===== config.mk =====
export PLATFORM = sky130hd
export DESIGN_NAME = serial_cfg_host
export DESIGN_NICKNAME = d
export VERILOG_FILES = /design/src/rtl/cfg_host_pkg.sv /design/src/rtl/cfg_host_dp.sv /design/src/rtl/cfg_host_ctrl.sv /design/src/rtl/serial_cfg_host.sv
export SDC_FILE = /design/constraint.sdc
export NUM_CORES = 1
export LEC_CHECK = 0
export BUFFER_PORTS_ARGS = -buffer_cell sky130_fd_sc_hd__buf_2
export CORE_MARGIN = 2
export CORE_UTILIZATION = 60
export CTS_BUF_LIST = sky130_fd_sc_hd__clkbuf_4
export CTS_CLUSTER_DIAMETER = 150
export CTS_CLUSTER_SIZE = 25
export DETAILED_ROUTE_END_ITERATION = 8
export PLACE_DENSITY_LB_ADDON = 0.12
export SETUP_SLACK_MARGIN = 0.02
export SYNTH_ARGS = -nofsm -noshare
export SYNTH_HDL_FRONTEND = slang
export SYNTH_SLANG_ARGS = --single-unit

===== constraint.sdc =====
create_clock -name clk -period 5.5 [get_ports clk]
set_input_delay 0.55 -clock clk [delete_from_list [all_inputs] [get_ports clk]]
set_output_delay 0.55 -clock clk [all_outputs]
set_load 0.02 [all_outputs]

===== src/rtl/cfg_host_pkg.sv =====
package cfg_host_pkg;

  typedef enum logic [2:0] {
    ST_IDLE,
    ST_PROG,
    ST_WAIT_INIT,
    ST_FETCH,
    ST_SHIFT,
    ST_FLUSH
  } hostState_e;

  typedef enum logic [1:0] {
    ERR_NONE       = 2'd0,
    ERR_INIT_STUCK = 2'd1,
    ERR_INIT_FELL  = 2'd2,
    ERR_NO_DONE    = 2'd3
  } errKind_e;

  // strobes from control to datapath
  typedef struct packed {
    logic clrCnt;    // clear the general wait counter
    logic cntEn;     // advance the general wait counter
    logic loadByte;  // capture a byte into the shifter
    logic clkRun;    // run the configuration clock divider
    logic flushing;  // trailing clocks after the final bit
  } hostStrobe_t;

endpackage


===== src/rtl/cfg_host_dp.sv =====
module cfg_host_dp
  import cfg_host_pkg::*;
#(
  parameter int DATA_W       = 8,
  parameter int CLK_DIV      = 4,
  parameter int PROG_CYCLES  = 16,
  parameter int INIT_TIMEOUT = 1000,
  parameter int DONE_EXTRA   = 64,
  parameter int SYNC_STAGES  = 2
) (
  input  logic              clk,
  input  logic              rstN,
  input  hostStrobe_t       strb,
  input  logic [DATA_W-1:0] srcData,
  input  logic              initN,
  input  logic              doneIn,
  output logic              cfgClk,
  output logic              cfgDin,
  output logic              initHi,
  output logic              doneHi,
  output logic              byteEnd,
  output logic              progMet,
  output logic              initExpired,
  output logic              extraExpired
);

  localparam int LOW_CYC = CLK_DIV - CLK_DIV / 2;
  localparam int DIVW    = (CLK_DIV > 2) ? $clog2(CLK_DIV) : 1;
  localparam int MAXWAIT = (PROG_CYCLES > INIT_TIMEOUT) ? PROG_CYCLES : INIT_TIMEOUT;
  localparam int CW      = $clog2(MAXWAIT + 1);
  localparam int EW      = $clog2(DONE_EXTRA + 1);
  localparam int BW      = $clog2(DATA_W + 1);

  // status line synchronisers
  logic [SYNC_STAGES-1:0] initPipe, donePipe;
  always_ff @(posedge clk or negedge rstN) begin
    if (!rstN) begin
      initPipe <= '0;
      donePipe <= '0;
    end else begin
      initPipe <= {initPipe[SYNC_STAGES-2:0], initN};
      donePipe <= {donePipe[SYNC_STAGES-2:0], doneIn};
    end
  end
  assign initHi = initPipe[SYNC_STAGES-1];
  assign doneHi = donePipe[SYNC_STAGES-1];

  // clock divider: low phase first, then high phase
  logic [DIVW-1:0] divCnt;
  logic            fallTick, riseSet, clkQ;
  assign fallTick = strb.clkRun && (divCnt == DIVW'(CLK_DIV - 1));
  assign riseSet  = strb.clkRun && (divCnt == DIVW'(LOW_CYC - 1));

  always_ff @(posedge clk or negedge rstN) begin
    if (!rstN) begin
      divCnt <= '0;
      clkQ   <= 1'b0;
    end else if (!strb.clkRun) begin
      divCnt <= '0;
      clkQ   <= 1'b0;
    end else begin
      divCnt <= fallTick ? '0 : divCnt + DIVW'(1);
      if (riseSet)       clkQ <= 1'b1;
      else if (fallTick) clkQ <= 1'b0;
    end
  end
  assign cfgClk = clkQ;

  // shifter, most significant bit leads; ones fill behind
  logic [DATA_W-1:0] shReg;
  logic [BW-1:0]     bitCnt;
  always_ff @(posedge clk or negedge rstN) begin
    if (!rstN) begin
      shReg  <= '1;
      bitCnt <= '0;
    end else if (strb.loadByte) begin
      shReg  <= srcData;
      bitCnt <= BW'(DATA_W);
    end else if (fallTick) begin
      shReg  <= {shReg[DATA_W-2:0], 1'b1};
      if (bitCnt != '0) bitCnt <= bitCnt - BW'(1);
    end
  end
  assign cfgDin  = shReg[DATA_W-1];
  assign byteEnd = fallTick && (bitCnt == BW'(1));

  // shared wait counter for the program pulse and the init wait
  logic [CW-1:0] waitCnt;
  always_ff @(posedge clk or negedge rstN) begin
    if (!rstN)                                  waitCnt <= '0;
    else if (strb.clrCnt)                       waitCnt <= '0;
    else if (strb.cntEn && waitCnt != CW'(MAXWAIT)) waitCnt <= waitCnt + CW'(1);
  end
  assign progMet = (waitCnt >= CW'(PROG_CYCLES - 1));

  generate
    if (INIT_TIMEOUT == 0) begin : g_noInitLimit
      assign initExpired = 1'b0;
    end else begin : g_initLimit
      assign initExpired = (waitCnt >= CW'(INIT_TIMEOUT - 1));
    end
  endgenerate

  // trailing pulse counter
  logic [EW-1:0] extraCnt;
  always_ff @(posedge clk or negedge rstN) begin
    if (!rstN)                  extraCnt <= '0;
    else if (!strb.flushing)    extraCnt <= '0;
    else if (fallTick && extraCnt != EW'(DONE_EXTRA)) extraCnt <= extraCnt + EW'(1);
  end
  assign extraExpired = strb.flushing && fallTick && (extraCnt == EW'(DONE_EXTRA - 1));

endmodule


===== src/rtl/cfg_host_ctrl.sv =====
module cfg_host_ctrl
  import cfg_host_pkg::*;
(
  input  logic        clk,
  input  logic        rstN,
  input  logic        start,
  input  logic        srcValid,
  input  logic        srcLast,
  input  logic        initHi,
  input  logic        doneHi,
  input  logic        byteEnd,
  input  logic        progMet,
  input  logic        initExpired,
  input  logic        extraExpired,
  output hostStrobe_t strb,
  output logic        srcReady,
  output logic        progN,
  output logic        busy,
  output logic        doneOk,
  output logic        cfgError,
  output logic [1:0]  errCode
);

  hostState_e state, nextState;
  logic       lastQ;
  logic       clrStatus, setOk, setErr;
  errKind_e   errKind, errNext;

  always_comb begin
    strb      = '0;
    nextState = state;
    clrStatus = 1'b0;
    setOk     = 1'b0;
    setErr    = 1'b0;
    errNext   = ERR_NONE;
    unique case (state)
      ST_IDLE: begin
        if (start) begin
          strb.clrCnt = 1'b1;
          clrStatus   = 1'b1;
          nextState   = ST_PROG;
        end
      end
      ST_PROG: begin
        strb.cntEn = 1'b1;
        if (progMet && !start) begin
          strb.clrCnt = 1'b1;
          nextState   = ST_WAIT_INIT;
        end
      end
      ST_WAIT_INIT: begin
        strb.cntEn = 1'b1;
        if (initHi) begin
          nextState = ST_FETCH;
        end else if (initExpired) begin
          setErr    = 1'b1;
          errNext   = ERR_INIT_STUCK;
          nextState = ST_IDLE;
        end
      end
      ST_FETCH: begin
        if (!initHi) begin
          setErr    = 1'b1;
          errNext   = ERR_INIT_FELL;
          nextState = ST_IDLE;
        end else if (srcValid) begin
          strb.loadByte = 1'b1;
          nextState     = ST_SHIFT;
        end
      end
      ST_SHIFT: begin
        strb.clkRun = 1'b1;
        if (!initHi) begin
          setErr    = 1'b1;
          errNext   = ERR_INIT_FELL;
          nextState = ST_IDLE;
        end else if (byteEnd) begin
          nextState = lastQ ? ST_FLUSH : ST_FETCH;
        end
      end
      ST_FLUSH: begin
        strb.clkRun   = 1'b1;
        strb.flushing = 1'b1;
        if (!initHi) begin
          setErr    = 1'b1;
          errNext   = ERR_INIT_FELL;
          nextState = ST_IDLE;
        end else if (doneHi) begin
          setOk     = 1'b1;
          nextState = ST_IDLE;
        end else if (extraExpired) begin
          setErr    = 1'b1;
          errNext   = ERR_NO_DONE;
          nextState = ST_IDLE;
        end
      end
      default: nextState = ST_IDLE;
    endcase
  end

  always_ff @(posedge clk or negedge rstN) begin
    if (!rstN) begin
      state    <= ST_IDLE;
      lastQ    <= 1'b0;
      doneOk   <= 1'b0;
      cfgError <= 1'b0;
      errKind  <= ERR_NONE;
    end else begin
      state <= nextState;
      if (strb.loadByte) lastQ <= srcLast;
      if (clrStatus) begin
        doneOk   <= 1'b0;
        cfgError <= 1'b0;
        errKind  <= ERR_NONE;
      end else if (setOk) begin
        doneOk <= 1'b1;
      end else if (setErr) begin
        cfgError <= 1'b1;
        errKind  <= errNext;
      end
    end
  end

  assign srcReady = (state == ST_FETCH) && initHi;
  assign progN    = (state != ST_PROG);
  assign busy     = (state != ST_IDLE);
  assign errCode  = errKind;

endmodule


===== src/rtl/serial_cfg_host.sv =====
module serial_cfg_host
  import cfg_host_pkg::*;
#(
  parameter int DATA_W       = 8,
  parameter int CLK_DIV      = 4,
  parameter int PROG_CYCLES  = 16,
  parameter int INIT_TIMEOUT = 1000,
  parameter int DONE_EXTRA   = 64,
  parameter int SYNC_STAGES  = 2
) (
  input  logic              clk,
  input  logic              rstN,
  input  logic              start,
  input  logic [DATA_W-1:0] srcData,
  input  logic              srcValid,
  input  logic              srcLast,
  output logic              srcReady,
  output logic              progN,
  output logic              cfgClk,
  output logic              cfgDin,
  input  logic              initN,
  input  logic              doneIn,
  output logic              busy,
  output logic              doneOk,
  output logic              cfgError,
  output logic [1:0]        errCode
);

  hostStrobe_t strb;
  logic initHi, doneHi, byteEnd, progMet, initExpired, extraExpired;

  cfg_host_ctrl u_ctrl (
    .clk          (clk),
    .rstN         (rstN),
    .start        (start),
    .srcValid     (srcValid),
    .srcLast      (srcLast),
    .initHi       (initHi),
    .doneHi       (doneHi),
    .byteEnd      (byteEnd),
    .progMet      (progMet),
    .initExpired  (initExpired),
    .extraExpired (extraExpired),
    .strb         (strb),
    .srcReady     (srcReady),
    .progN        (progN),
    .busy         (busy),
    .doneOk       (doneOk),
    .cfgError     (cfgError),
    .errCode      (errCode)
  );

  cfg_host_dp #(
    .DATA_W       (DATA_W),
    .CLK_DIV      (CLK_DIV),
    .PROG_CYCLES  (PROG_CYCLES),
    .INIT_TIMEOUT (INIT_TIMEOUT),
    .DONE_EXTRA   (DONE_EXTRA),
    .SYNC_STAGES  (SYNC_STAGES)
  ) u_dp (
    .clk          (clk),
    .rstN         (rstN),
    .strb         (strb),
    .srcData      (srcData),
    .initN        (initN),
    .doneIn       (doneIn),
    .cfgClk       (cfgClk),
    .cfgDin       (cfgDin),
    .initHi       (initHi),
    .doneHi       (doneHi),
    .byteEnd      (byteEnd),
    .progMet      (progMet),
    .initExpired  (initExpired),
    .extraExpired (extraExpired)
  );

endmodule


==> results.md <==
- The run finished with clean final reports.
- The final number of max-transition violations is 0.
- The detailed placement HPWL is 3180 um.
- The critical hold path startpoint is initN.
- Of all nets on the critical path, the largest fanout is 13.
- The number of H-tree levels is 2.
- Setup violations remaining at the end of the flow were counted as 0.
- The power per standard cell area is between 400 and 500 nW/um^2.
- The DRC marker count from the first detailed-route iteration is roughly 150.
- The start of the worst register-to-register path is u_ctrl.state[0].
- The TritonCTS clock tree is yes.
- Routability-driven placement finished with a final weighted congestion of 0.828.
- The cell area that synthesis handed to floorplanning was 2330 sq um.
- The final hold violation count was 0.
- The number of unique standard cell types used by synthesis is between 40 and 50.
- The worst min-delay path endpoint is u_dp.initPipe[0].
- The number of routed nets with antenna violations is 0.
- Wires add up to between 4000 and 5000 um.
- The share of cells above drive strength 1 is a little over a fifth.
- The minimum setup slack among reg-to-reg paths is around 3300 ps.
- Entering global routing, the biggest net connects 45 pins.
- The maximum clock skew at final layout is 4.91 ps.
- The time the worst path needs with I/O delays and setup is approximately 2400 ps.
- Clock latency on the worst-skew pair, taken at its later pin, is 350 ps.
- The most common flop cell mapped by yosys is sky130_fd_sc_hd__dfrtp_1.
- Summed over all cells, the static leakage comes to 1.14 nW.
- The number of top-level pins is 24.
- In this run the critical register-to-register path is captured at u_dp.waitCnt[7].
- The first global-routing pass estimated approximately 7200 um of wire.
- The area growth from synthesis to layout is 7.73%.
- The starting density of the core is about 63%.
- Synthesis produced a netlist whose cell count is 240.
- The number of instances on the worst hold path is 1.
- The combined global-route utilization of all metal layers is between 20% and 30%.
- After routing, the total negative slack on setup checks comes to 0 ps.
- Setup repair after global routing left no endpoint under its margin.
- The floorplan row count is 22.
- In the global route stage, met1 resource usage came out at 31.6%.
- The maximum frequency from static timing analysis is 0.423 GHz.
- Data on the critical path arrives at its endpoint at between 1500 and 2000 ps.
- The transition time of the tightest slew-check pin is 940 ps.
- STA classifies the critical path endpoint as a primary output.
- The y dimension of the die is between 60 and 70 um.
- Once the clock tree was built, the resizer swapped 0 gates to a different size.
- The core box area is ~3700 sq um.
- Clock-pin slew was measured on the worst setup and hold paths at 120 ps.
- Leaving out filler cells and counting taps, the final layout contains approximately 310.
- The via count of the first global-routing pass is around 1600.
- For this run, the number of Yosys warnings is 0.
- Summing all non-filler instances in the final layout gives an area of roughly 2500 sq um.
- The worst path uses approximately 43% of the clock period.
- The overall die width is between 60 and 70 um.
- Dividing the detail-routed wire length by the instance count gives 14.0 um.
- Summing over every cut layer, the via total after detailed routing is approximately 1800.
- The overall die area is approximately 4400 sq um.
- The class of the tightest hold or removal check is in -> reg.
- The number of filler cells placed in the layout is 313.
- The cell at the root of the clock tree is sky130_fd_sc_hd__clkbuf_4.
- In this run, synthesis produced a sequential element count of between 40 and 50.
- The buffer count from post-CTS setup fixing is 0.
- The cell area after placement is between 2000 and 2500 sq um.
- For this run, asynchronously set or reset flops after synthesis account for 100%.
- The normalized max-slew margin is ~37%.
- The number of hold buffers added after CTS was 0.
- Buffers inserted during clock tree synthesis total 5.
- The number of diodes added for antenna fixing is 0.
- The pre-antenna-repair detailed-routing pass consisted of 6 iterations.
- The launching element type of the critical path is a register.
- The ratio of routed vias to standard cells is ~5.7.
- The total clock sinks is 44.
- The layer with the highest usage is met1.
- The number of input and output port buffers inserted is 23.
- Global routing consumed, on the met3 layer, 5.11% of the routing resources.
- The number of nets handed over by synthesis was roughly 260.
- The share of the Yosys chip area taken by registers is approximately 48%.
- The number of violations of the max-capacitance limit is 0.
- For met2 alone, demand over resource in global routing was between 30% and 40%.
- The instance count after placement with tap cells included is 304.
- The number of cells on the worst reg-to-reg path is 4.
- The worst-case IR drop observed on VDD is between 0.2 and 0.3 mV.
- The average footprint of a synthesized cell is between 9 and 10 sq um.
- The number of nets at the end of the flow is between 200 and 300.
- The startpoint-to-endpoint class of the critical path is reg -> out.
- Yosys mapped a number of flops with a built-in enable equal to 0.
- The maximum clock insertion buffer count is 2.
- The required time of the critical path is between 4000 and 5000 ps.
- The initial antenna violation count is 0.
- The total power draw is between 0.001 and 0.0015 W.
- The number of DRC violations after detailed routing is 0.
- The overflow left after global routing is 0.
[Yosys cell counts, types with 2 or more instances]
library cell / n / area share [%]
sky130_fd_sc_hd__ha_1: 9 / 4.8
sky130_fd_sc_hd__or4_4: 2 / 0.97
sky130_fd_sc_hd__xnor2_1: 6 / 2.3
sky130_fd_sc_hd__inv_1: 12 / 1.9
sky130_fd_sc_hd__nand3b_1: 4 / 1.3
sky130_fd_sc_hd__a31oi_1: 5 / 1.3
sky130_fd_sc_hd__nor2_1: 38 / 6.1
sky130_fd_sc_hd__o21ai_0: 6 / 1.3
sky130_fd_sc_hd__xor2_1: 10 / 3.8
sky130_fd_sc_hd__o22ai_1: 4 / 1.1
sky130_fd_sc_hd__mux2_2: 3 / 1.4
sky130_fd_sc_hd__nand2_1: 24 / 3.9
sky130_fd_sc_hd__dfrtp_1: 36 / 39
sky130_fd_sc_hd__nand4_1: 3 / 0.80
sky130_fd_sc_hd__or3_1: 2 / 0.54
sky130_fd_sc_hd__clkbuf_1: 4 / 0.64
sky130_fd_sc_hd__buf_6: 2 / 0.97
sky130_fd_sc_hd__dfstp_2: 8 / 9.0
sky130_fd_sc_hd__nand3_1: 9 / 1.9
sky130_fd_sc_hd__and3_1: 4 / 1.1
sky130_fd_sc_hd__and3_2: 2 / 0.64
sky130_fd_sc_hd__nor3_1: 9 / 1.9
sky130_fd_sc_hd__nor4_1: 2 / 0.54
sky130_fd_sc_hd__a21oi_1: 10 / 2.1
sky130_fd_sc_hd__a22oi_1: 2 / 0.64
[worst max path at each step]
stage / startpoint / endpoint / slack (ps) / cells past startpoint
after floorplan: u_dp.waitCnt[7] / u_ctrl.state[0] / 3600 / 5
after global routing: u_ctrl.state[0] / progN / 3050 / 3
final: u_ctrl.state[0] / progN / 3140 / 3
after CTS: u_ctrl.state[0] / progN / 3140 / 3
after detailed placement: u_ctrl.state[0] / u_dp.waitCnt[6] / 3310 / 4
after global placement: u_ctrl.state[0] / u_dp.waitCnt[8] / 3390 / 4
[power by group]
group	total [W]	leakage [nW]	switching, W	internal (W)
registers	0.000502	0.557	0.0000831	0.000419
clock network	0.000157	0.0338	0.0000976	0.0000591
logic	0.000371	0.551	0.000212	0.000159
total	0.00103	1.14	0.000392	0.000637
[flip-flops by register name, indices dropped and copies added, names as in the netlist, 3 cells and up]
signal         flops
u_dp.waitCnt      10
u_dp.shReg         8
u_dp.extraCnt      7
u_dp.bitCnt        4
u_ctrl.state       3
[through the flow]
| step | hold slack (ps) | worst slack [ps] | utilization, % |
|---|---|---|---|
| 4_1_cts | 285 | 3140 | 68.1 |
| 3_3_place_gp | 334 | 3390 | 66.6 |
| 6_report | 295 | 3140 | 68.1 |
| 3_5_place_dp | 339 | 3310 | 66.6 |
| 5_1_grt | 278 | 3050 | 68.1 |
| 2_1_floorplan | 254 | 3600 | - |
[cell usage in the layout (no fill, tap or decap), types with 2 or more instances in the layout]
cell type                   n
sky130_fd_sc_hd__inv_1     12
sky130_fd_sc_hd__nor4_1     2
sky130_fd_sc_hd__and3_1     4
sky130_fd_sc_hd__ha_1       9
sky130_fd_sc_hd__and3_2     2
sky130_fd_sc_hd__nor3_1     9
sky130_fd_sc_hd__a31oi_1    5
sky130_fd_sc_hd__a21oi_1   10
sky130_fd_sc_hd__nor2_1    38
sky130_fd_sc_hd__dfstp_2    8
sky130_fd_sc_hd__o21ai_0    6
sky130_fd_sc_hd__mux2_2     3
sky130_fd_sc_hd__or3_1      2
sky130_fd_sc_hd__buf_2     23
sky130_fd_sc_hd__xnor2_1    6
sky130_fd_sc_hd__or4_4      2
sky130_fd_sc_hd__o22ai_1    4
sky130_fd_sc_hd__xor2_1    10
sky130_fd_sc_hd__nand4_1    3
sky130_fd_sc_hd__nand2_1   24
sky130_fd_sc_hd__nand3b_1   4
sky130_fd_sc_hd__a22oi_1    2
sky130_fd_sc_hd__nand3_1    9
sky130_fd_sc_hd__dfrtp_1   36
sky130_fd_sc_hd__clkbuf_4   7
[metal layers]
layer / part of all wire (%) / wire length, um
met5: 0 / 0
met4: 1.3 / 59
met3: 4.5 / 195
met1: 50 / 2190
met2: 44 / 1940
[cell type report]
cell class              count  area (sq um)  area share (%)
clock buffers               7          52.6            2.09
repair buffers             23           115            4.58
well taps                  48          60.1            2.39
multi-input cells         177          1120            44.8
flip-flops and latches     44          1110            44.2
inverters                  12          45.0            1.79
clock inverters             1          3.75           0.149
[worst max-delay path: stages (launching register included)]
cell                      delay [ps]
sky130_fd_sc_hd__dfrtp_1         590
sky130_fd_sc_hd__inv_1           160
sky130_fd_sc_hd__or3_2           520
sky130_fd_sc_hd__buf_2           190
[logic make-up after synthesis]
group	after synthesis	synth area share, %
fa+ha+maj	10	5.26
flops	44	47.6
simple gates	112	25.2
buf+inv	19	4.13
xor+xnor	16	6.01
mux	3	1.45
compound gates	36	10.3
Power figures use the tool's default switching activity.
